**src/rtl/prio_irq_ctrl_pkg.sv**
```systemverilog
package prio_irq_ctrl_pkg;
  function automatic int unsigned vec_addr(int unsigned idx, int unsigned base,
                                           int unsigned stride);
    return base + (idx + 1) * stride;
  endfunction
endpackage

```
**src/rtl/irq_edge_sync.sv**
```systemverilog
module irq_edge_sync #(
  parameter int unsigned STAGES = 2
) (
  input  logic clk_i,
  input  logic rst_ni,
  input  logic pin_i,
  output logic fall_o
);
  localparam int unsigned LEN = STAGES + 1;
  logic [LEN-1:0] chain_q;

  always_ff @(posedge clk_i or negedge rst_ni) begin
    if (!rst_ni) chain_q <= '1;
    else         chain_q <= {chain_q[LEN-2:0], pin_i};
  end

  // synchronized level low, previous level high
  assign fall_o = !chain_q[LEN-2] && chain_q[LEN-1];
endmodule

```
**src/rtl/irq_prio_pick.sv**
```systemverilog
module irq_prio_pick #(
  parameter int unsigned N     = 3,
  parameter int unsigned IDX_W = 2
) (
  input  logic [N-1:0]     req_i,
  output logic             any_o,
  output logic [IDX_W-1:0] idx_o
);
  // lowest index wins
  always_comb begin
    any_o = 1'b0;
    idx_o = '0;
    for (int i = N - 1; i >= 0; i--) begin
      if (req_i[i]) begin
        any_o = 1'b1;
        idx_o = IDX_W'(i);
      end
    end
  end
endmodule

```
**src/rtl/irq_ctrl_regs.sv**
```systemverilog
module irq_ctrl_regs #(
  parameter int unsigned N     = 3,
  parameter int unsigned REG_W = 8,
  parameter int unsigned IDX_W = 2
) (
  input  logic             clk_i,
  input  logic             rst_ni,
  input  logic             we_i,
  input  logic [REG_W-1:0] wdata_i,
  input  logic [N-1:0]     hw_set_i,
  input  logic             take_i,
  input  logic [IDX_W-1:0] take_idx_i,
  input  logic             reti_i,
  output logic             gie_o,
  output logic [N-1:0]     en_o,
  output logic [N-1:0]     flag_o,
  output logic [REG_W-1:0] rdata_o
);
  localparam int unsigned EN_LO = 1;
  localparam int unsigned FL_LO = N + 1;
  localparam int unsigned USED  = 2 * N + 1;

  logic         gie_q, gie_d;
  logic [N-1:0] en_q, en_d, flag_q, flag_d, flag_base, clr_mask;

  always_comb begin
    clr_mask = '0;
    if (take_i) clr_mask[take_idx_i] = 1'b1;
    flag_base = we_i ? wdata_i[FL_LO +: N] : flag_q;
    flag_d    = (flag_base & ~clr_mask) | hw_set_i;
    en_d      = we_i ? wdata_i[EN_LO +: N] : en_q;
    gie_d     = we_i ? wdata_i[0] : gie_q;
    if (reti_i) gie_d = 1'b1;
    if (take_i) gie_d = 1'b0;
  end

  always_ff @(posedge clk_i or negedge rst_ni) begin
    if (!rst_ni) begin
      gie_q  <= 1'b0;
      en_q   <= '0;
      flag_q <= '0;
    end else begin
      gie_q  <= gie_d;
      en_q   <= en_d;
      flag_q <= flag_d;
    end
  end

  generate
    if (REG_W > USED) begin : g_pad
      logic unused_wbits;
      assign unused_wbits = ^wdata_i[REG_W-1:USED];
    end
  endgenerate

  always_comb begin
    rdata_o              = '0;
    rdata_o[0]           = gie_q;
    rdata_o[EN_LO +: N]  = en_q;
    rdata_o[FL_LO +: N]  = flag_q;
  end

  assign gie_o  = gie_q;
  assign en_o   = en_q;
  assign flag_o = flag_q;
endmodule

```
**src/rtl/prio_irq_ctrl.sv**
```systemverilog
module prio_irq_ctrl
  import prio_irq_ctrl_pkg::*;
#(
  parameter int unsigned NUM_TMR     = 2,
  parameter int unsigned REG_W       = 8,
  parameter int unsigned VEC_W       = 8,
  parameter int unsigned VEC_BASE    = 0,
  parameter int unsigned VEC_STRIDE  = 4,
  parameter int unsigned SYNC_STAGES = 2
) (
  input  logic               clk_i,
  input  logic               rst_ni,
  input  logic               ext_irq_i,
  input  logic [NUM_TMR-1:0] tmr_ovf_i,
  input  logic               reg_we_i,
  input  logic [REG_W-1:0]   reg_wdata_i,
  output logic [REG_W-1:0]   reg_rdata_o,
  input  logic               instr_bound_i,
  input  logic               stack_full_i,
  input  logic               reti_i,
  input  logic               halted_i,
  output logic               ack_o,
  output logic [VEC_W-1:0]   vector_o,
  output logic               wake_o
);
  localparam int unsigned NSRC  = NUM_TMR + 1;
  localparam int unsigned IDX_W = (NSRC > 1) ? $clog2(NSRC) : 1;

  logic             ext_fall;
  logic [NSRC-1:0]  hw_set, en, flag;
  logic             gie, any_req, take;
  logic [IDX_W-1:0] sel_idx;
  logic [VEC_W-1:0] sel_vec;
  logic             ack_q, wake_q;
  logic [VEC_W-1:0] vec_q;

  irq_edge_sync #(.STAGES(SYNC_STAGES)) u_sync (
    .clk_i  (clk_i),
    .rst_ni (rst_ni),
    .pin_i  (ext_irq_i),
    .fall_o (ext_fall)
  );

  assign hw_set = {tmr_ovf_i, ext_fall};

  irq_ctrl_regs #(.N(NSRC), .REG_W(REG_W), .IDX_W(IDX_W)) u_regs (
    .clk_i      (clk_i),
    .rst_ni     (rst_ni),
    .we_i       (reg_we_i),
    .wdata_i    (reg_wdata_i),
    .hw_set_i   (hw_set),
    .take_i     (take),
    .take_idx_i (sel_idx),
    .reti_i     (reti_i),
    .gie_o      (gie),
    .en_o       (en),
    .flag_o     (flag),
    .rdata_o    (reg_rdata_o)
  );

  irq_prio_pick #(.N(NSRC), .IDX_W(IDX_W)) u_pick (
    .req_i (flag & en),
    .any_o (any_req),
    .idx_o (sel_idx)
  );

  assign take    = gie && any_req && instr_bound_i && !stack_full_i;
  assign sel_vec = VEC_W'(vec_addr(int'(sel_idx), VEC_BASE, VEC_STRIDE));

  always_ff @(posedge clk_i or negedge rst_ni) begin
    if (!rst_ni) begin
      ack_q  <= 1'b0;
      vec_q  <= '0;
      wake_q <= 1'b0;
    end else begin
      ack_q  <= take;
      if (take) vec_q <= sel_vec;
      // only a newly raised flag wakes the core
      wake_q <= halted_i && |(hw_set & ~flag);
    end
  end

  assign ack_o    = ack_q;
  assign vector_o = vec_q;
  assign wake_o   = wake_q;
endmodule

```
**config.mk**
```make
export PLATFORM = sky130hd
export DESIGN_NAME = prio_irq_ctrl
export DESIGN_NICKNAME = d
export VERILOG_FILES = /design/src/rtl/prio_irq_ctrl_pkg.sv /design/src/rtl/irq_edge_sync.sv /design/src/rtl/irq_prio_pick.sv /design/src/rtl/irq_ctrl_regs.sv /design/src/rtl/prio_irq_ctrl.sv
export SDC_FILE = /design/constraint.sdc
export NUM_CORES = 1
export LEC_CHECK = 0
export CORE_MARGIN = 8
export CORE_UTILIZATION = 30
export DETAILED_ROUTE_END_ITERATION = 16
export PLACE_DENSITY = 0.68
export SLEW_MARGIN = 20
export SYNTH_ARGS = -nofsm -noshare
export SYNTH_HDL_FRONTEND = slang
export SYNTH_HIERARCHICAL = 1
export SYNTH_SLANG_ARGS = --single-unit
export TNS_END_PERCENT = 30
```
**constraint.sdc**
```tcl
create_clock -name clk_i -period 1.7 [get_ports clk_i]
set_clock_uncertainty 0.05 [all_clocks]
set_input_delay 0.34 -clock clk_i [delete_from_list [all_inputs] [get_ports clk_i]]
set_output_delay 0.34 -clock clk_i [all_outputs]
set_load 0.05 [all_outputs]
```
==> impl_metrics.json, run 1 <==
{
  "outcome": "finished clean",
  "dp_hpwl_mm": 1.31,
  "via_per_inst": 4.23,
  "synth_top_area_share_pct": 37.7,
  "vdd_drop_max_v": 0.000500,
  "seq_area_frac_synth_pct": 47.6,
  "rr_worst_depth": 6,
  "synth.cell_area_sq_um": 797,
  "synthCells": 64,
  "arrival_ns": 1.76,
  "cts_tree": "done",
  "cp_data_required_time_ns": 1.85,
  "dieArea_sq_um": 4560,
  "cts_root_buf": "clkbuf_4",
  "drive_above_1_share_pct": 38.3,
  "drv_cap": 0,
  "critPathKind": "flip-flop to flip-flop",
  "crit_path_end_kind": "flip-flop",
  "antenna_found_initial": 0,
  "dp.cells": 119,
  "grt_pass1_vias": 590,
  "reg2reg_slack_ns": 0.1,
  "die_h_um": 67.5,
  "synth_area_leaders": "dfrtp_1 (38%), buf_4 (12%), dfstp_2 (9.9%), mux2_4 (7.5%), mux2_2 (4.2%)",
  "setup-violations-final": 0,
  "crit_slowest_cell": "dfrtp_1",
  "cp-start-kind": "flip-flop",
  "slew_viol_final": 0,
  "syn_to_final_growth_pct": 38.9,
  "grt_use_total_pct": 7.75,
  "port_buffers": 28,
  "place.gp.congestion": 0.701,
  "num_vias": 525,
  "timing.rr.start": "u_regs/en_o[0]$_DFFE_PN0P_",
  "instances_no_fill": 124,
  "synth_cell_types": 21,
  "avgSynthCellArea_sq_um": 12.5,
  "fillers": 249,
  "core_area_sq_um": 2500,
  "p_leak_nw": 0.529,
  "clk_pin_slew_ns": 0.08,
  "rows": 18,
  "reg2reg_to": "u_regs/flag_o[0]$_DFF_PN0_",
  "grt_max_degree": 16,
  "drt-pass1-iter-count": 3,
  "drt_wl_total_mm": 1.66,
  "cts_max_level": 1,
  "holdCritPathClass": "primary input to asynchronous set/reset pin",
  "rsz0062_at_grt": "false",
  "layout.nets": 114,
  "period_needed_ns": 1.60,
  "fmax_mhz": 623,
  "start_util_pct": 31.9,
  "cts_made_buffers": 3,
  "drtIter0Drc": 11,
  "die_x_um": 67.5,
  "grt_overflow": 0,
  "finalHoldViolCount": 0,
  "ioPinCount": 36,
  "max_stage_delay_ns": 0.40,
  "ys_ff_latch": 15,
  "drc": 0,
  "worstPathCellList": "and2_1, or3_4, nand4b_4, inv_1, nor3b_1, o21bai_1",
  "wl_per_cell_um": 13.4,
  "synth_top_area_cell": "dfrtp_1",
  "hold_slack_ns": 0.310,
  "antenna_cells": 0,
  "synth_warnings": 6,
  "fin_tns_setup_ns": 0,
  "drtAntennaViolNets": 0,
  "p_per_area_nw_per_um2": 979,
  "critPathMaxFanout": 5,
  "cts.sinks": 15,
  "fin_crit_sh_pct": 94.4,
  "clockBufferDepth": 2,
  "grt_pass1_wl_mm": 2.68,
  "clkLatencyLatePin_ns": 0.27
}
==> metrics by stage <==
step                area, sq um  total power [mW]  utilization (%)  setup WS [ns]
finish                     1110              1.08             44.3         0.0956
global route               1110              1.15             44.3         0.0137
CTS                        1090              1.10             43.8         0.0661
detailed placement         1070             0.889             42.7         0.0618
global placement           1070             0.883             42.7         0.0796
floorplan                   812             0.748                -          0.113
==> state kept, by name, indices dropped and copies added, names as in the netlist <==
| name | count |
|---|---|
| u_regs/flag_o | 3 |
| ack_o | 1 |
| u_regs/en_o | 3 |
| u_regs/gie_o | 1 |
| u_sync/chain_q | 3 |
| vector_o | 3 |
| wake_o | 1 |
==> how the worst max path moves through the flow <==
stage / from / end / depth (start not counted)
after global routing: u_regs/en_o[0]$_DFFE_PN0P_ / u_regs/flag_o[0]$_DFF_PN0_ / 6
after detailed placement: instr_bound_i / u_regs/flag_o[0]$_DFF_PN0_ / 5
final: u_regs/en_o[0]$_DFFE_PN0P_ / u_regs/flag_o[0]$_DFF_PN0_ / 6
after global placement: instr_bound_i / u_regs/flag_o[0]$_DFF_PN0_ / 5
after CTS: u_regs/en_o[1]$_DFFE_PN0P_ / u_regs/flag_o[0]$_DFF_PN0_ / 6
after floorplan: u_regs/flag_o[1]$_DFF_PN0_ / vector_o[3]$_DFFE_PN0P_ / 4
==> critical path: cells and delay by family, from the launching register on <==
family / cells / cell delay (ns)
AND/OR/NAND/NOR: 4 / 0.85
buffers and inverters: 1 / 0.11
flip-flops: 1 / 0.40
AO/OA/AOI/OAI: 1 / 0.13
==> Yosys cell counts, drive strengths merged <==
cell / number
ha: 1
dfstp: 3
nor3b: 2
buf: 14
a21o: 2
a21oi: 1
dfrtp: 12
inv: 3
o21bai: 1
or3: 1
mux2i: 3
mux2: 7
and2: 3
nor2b: 5
nand4b: 1
o31a: 1
conb: 2
nand3b: 2
==> logic make-up after synthesis <==
logic type / count (synthesis) / synth area share [%]
flops: 15 / 47.6
buf+inv: 17 / 15.1
simple gates: 14 / 14.8
other cells: 2 / 0.942
mux: 10 / 15.5
fa+ha+maj: 1 / 1.57
compound gates: 5 / 4.55
==> report_power, final <==
| part | switching, mW | internal, mW |
|---|---|---|
| logic | 0.266 | 0.188 |
| clock network | 0.107 | 0.0909 |
| registers | 0.0279 | 0.404 |
| total | 0.400 | 0.683 |
==> area by class of cell <==
type / instances / area [sq um] / share of cell area [%]
sequential: 15 / 379 / 34.2
tap: 30 / 37.5 / 3.39
clock buffer: 4 / 26.3 / 2.37
multi-input combinational: 36 / 318 / 28.7
inverter: 3 / 11.3 / 1.02
timing repair buffer: 36 / 335 / 30.3
==> placed cells by master (no fill, tap or decap) <==
cell / count
nor2b_4: 1
and2_1: 3
mux2_2: 3
conb_1: 6
a21oi_1: 1
o21bai_1: 1
nor3b_1: 2
or3_4: 1
a21o_1: 2
nor2b_1: 4
nand3b_1: 2
clkbuf_4: 3
ha_1: 1
inv_1: 3
mux2_4: 4
dfstp_2: 3
nand4b_4: 1
o31a_1: 1
clkdlybuf4s50_1: 16
dfrtp_1: 12
buf_12: 2
clkbuf_1: 1
buf_4: 18
mux2i_1: 3
==> per-layer routing <==
layer	part of all wire, %	vias up	global-route usage, %
met5	0	-	0
met2	43	25	11.7
met4	0.54	0	2.35
met1	44	245	9.20
li1	-	253	-
met3	12	2	4.30
==> timing repair <==
action | CTS | global route
gates resized for setup | 0 | 1
setup endpoints to repair | 0 | 1
hold buffers | 0 | 0
setup buffers | 0 | 1
Power figures use the tool's default switching activity.
==> run 2: changes to the inputs <==
Settings changed: CTS_BUF_LIST set to sky130_fd_sc_hd__clkbuf_16.
==> run 2 against run 1 <==
  * Worst setup slack better by 0.011 ns
  * Hold slack worse by 0.0050 ns
  * Critical endpoint is now vector_o[4]$_DFFE_PN0P_
  * Critical path type unchanged
  * Via count up 1.7%
  * Largest power group unchanged
  * Power up 23%
  * Highest routed layer unchanged
  * Largest cell class unchanged
  * Clock power up 130%
==> impl_metrics.json, run 2 (same netlist as run 1, synthesis figures left out) <==
{
  "cp-start-kind": "flip-flop",
  "seqCellArea_sq_um": 379,
  "vdd_drop_max_v": 0.000683,
  "port_buffers": 28,
  "dp.cells": 119,
  "die_h_um": 67.5,
  "die_x_um": 67.5,
  "busiest_layer": "met2",
  "multi_input_area_sq_um": 323,
  "drive_above_1_share_pct": 39.8,
  "final_cell_mix": "buf_4 (17), clkdlybuf4s50_1 (16), dfrtp_1 (12), conb_1 (6)",
  "rows": 18,
  "cts_made_buffers": 3,
  "num_vias": 534,
  "post_cts_buffers": 0,
  "clockBufferDepth": 2,
  "cts.sinks": 15,
  "p_per_area_nw_per_um2": 1150,
  "fillers": 243,
  "holdCritPathClass": "flip-flop to flip-flop",
  "grtUsageMet3_pct": 4.30,
  "fmax_mhz": 628,
  "grt_use_total_pct": 8.33,
  "drc": 0,
  "antenna_cells": 0,
  "wl_per_cell_um": 14.3,
  "cts_root_buf": "clkbuf_16",
  "drtAntennaViolNets": 0,
  "cp_data_required_time_ns": 1.77,
  "cts_max_level": 1,
  "met1_usage_pct": 9.29,
  "critPathKind": "flip-flop to flip-flop",
  "start_util_pct": 31.9,
  "drt_wl_total_mm": 1.77,
  "period_needed_ns": 1.59,
  "grt_pass1_wl_mm": 2.80,
  "rsz0062_at_grt": "false",
  "antenna_found_initial": 0,
  "grt_overflow": 0,
  "fin_crit_sh_pct": 93.7,
  "drv_cap": 0,
  "drtIter0Drc": 13,
  "clk_pin_slew_ns": 0.05,
  "place.gp.congestion": 0.701,
  "core_area_sq_um": 2500,
  "fin_tns_setup_ns": 0,
  "cts_tree": "done",
  "grt_pass1_vias": 607,
  "dp_hpwl_mm": 1.31,
  "finalHoldViolCount": 0,
  "arrival_ns": 1.67,
  "clkLatencyLatePin_ns": 0.24,
  "p_leak_nw": 0.551,
  "grt_max_degree": 16,
  "syn_to_final_growth_pct": 45.2,
  "ioPinCount": 36,
  "drt-pass1-iter-count": 2,
  "final_common_cell": "buf_4",
  "crit_path_end_kind": "flip-flop",
  "setup-violations-final": 0,
  "critPathMaxFanout": 4,
  "outcome": "finished clean",
  "via_per_inst": 4.34,
  "slew_viol_final": 0,
  "layout.nets": 113,
  "instances_no_fill": 123,
  "met2_usage_pct": 12.5,
  "dieArea_sq_um": 4560
}
## run 2: cell count changes in the layout (fill, tap and decap cells not counted), sizes merged
cell,delta
buf,-1
clkbuf,-1
inv,+1
## run 2: worst max-delay path, stage by stage (launching register included)
cell and delay (ns):
dfrtp_1 0.38, and2_1 0.19, or3_4 0.41, nand4b_4 0.14, mux2_4 0.31
## run 2: what timing repair did
item | CTS | global route
resized for setup | 0 | 3
hold buffers | 0 | 0
endpoints found under the hold margin | 0 | 0
setup endpoints to repair | 0 | 1
## run 2: through the flow
step           hold WS [ns]  util (%)  cell area [sq um]  power, mW  setup slack, ns
6_report              0.305      46.3               1160       1.34            0.107
5_1_grt               0.308      46.3               1160       1.41           0.0276
4_1_cts               0.307      45.9               1150       1.35           0.0597
3_5_place_dp          0.300      42.7               1070      0.889           0.0618
3_3_place_gp          0.297      42.7               1070      0.883           0.0796
2_1_floorplan      -0.00559         -                812      0.748            0.113
## run 2: path summary, 6_finish.rpt
kind | from | endpoint | slack (ns) | depth (start not counted)
max in group asynchronous | rst_ni | u_sync/chain_q[2]$_DFF_PN1_ | 1.00 | 2
max | u_regs/en_o[1]$_DFFE_PN0P_ | vector_o[4]$_DFFE_PN0P_ | 0.11 | 4
min in group asynchronous | rst_ni | u_regs/en_o[0]$_DFFE_PN0P_ | 0.36 | 2
max reg2reg | u_regs/en_o[1]$_DFFE_PN0P_ | vector_o[4]$_DFFE_PN0P_ | 0.11 | 4
min reg2reg | u_sync/chain_q[0]$_DFF_PN1_ | u_sync/chain_q[1]$_DFF_PN1_ | 0.31 | 0
min | u_sync/chain_q[0]$_DFF_PN1_ | u_sync/chain_q[1]$_DFF_PN1_ | 0.31 | 0
## run 2: final cells by class
class | count | area share, %
clock buffers | 3 | 6.49
clock inverters | 1 | 0.324
inverters | 3 | 0.973
multi-input cells | 36 | 27.9
flip-flops and latches | 15 | 32.8
well taps | 30 | 3.24
repair buffers | 35 | 28.3
## run 2: power breakdown
group,internal (mW),switching (mW),total [mW]
logic,0.186,0.268,0.455
clock network,0.311,0.137,0.447
registers,0.406,0.0282,0.434
## run 2: per-layer routing
metal  up-vias  routed length [um]  part of all wire (%)
li1        250                   -                     -
met1       255                 718                    41
met2        25                 804                    46
met3         4                 219                    12
met4         0                  23                   1.3
met5         -                   0                     0
==> run 3: changes to the inputs <==
Settings changed: CTS_CLUSTER_SIZE set to 40.
==> results of run 3 <==
Same layout as run 2: the final DEF is identical, and so are final timing and power.
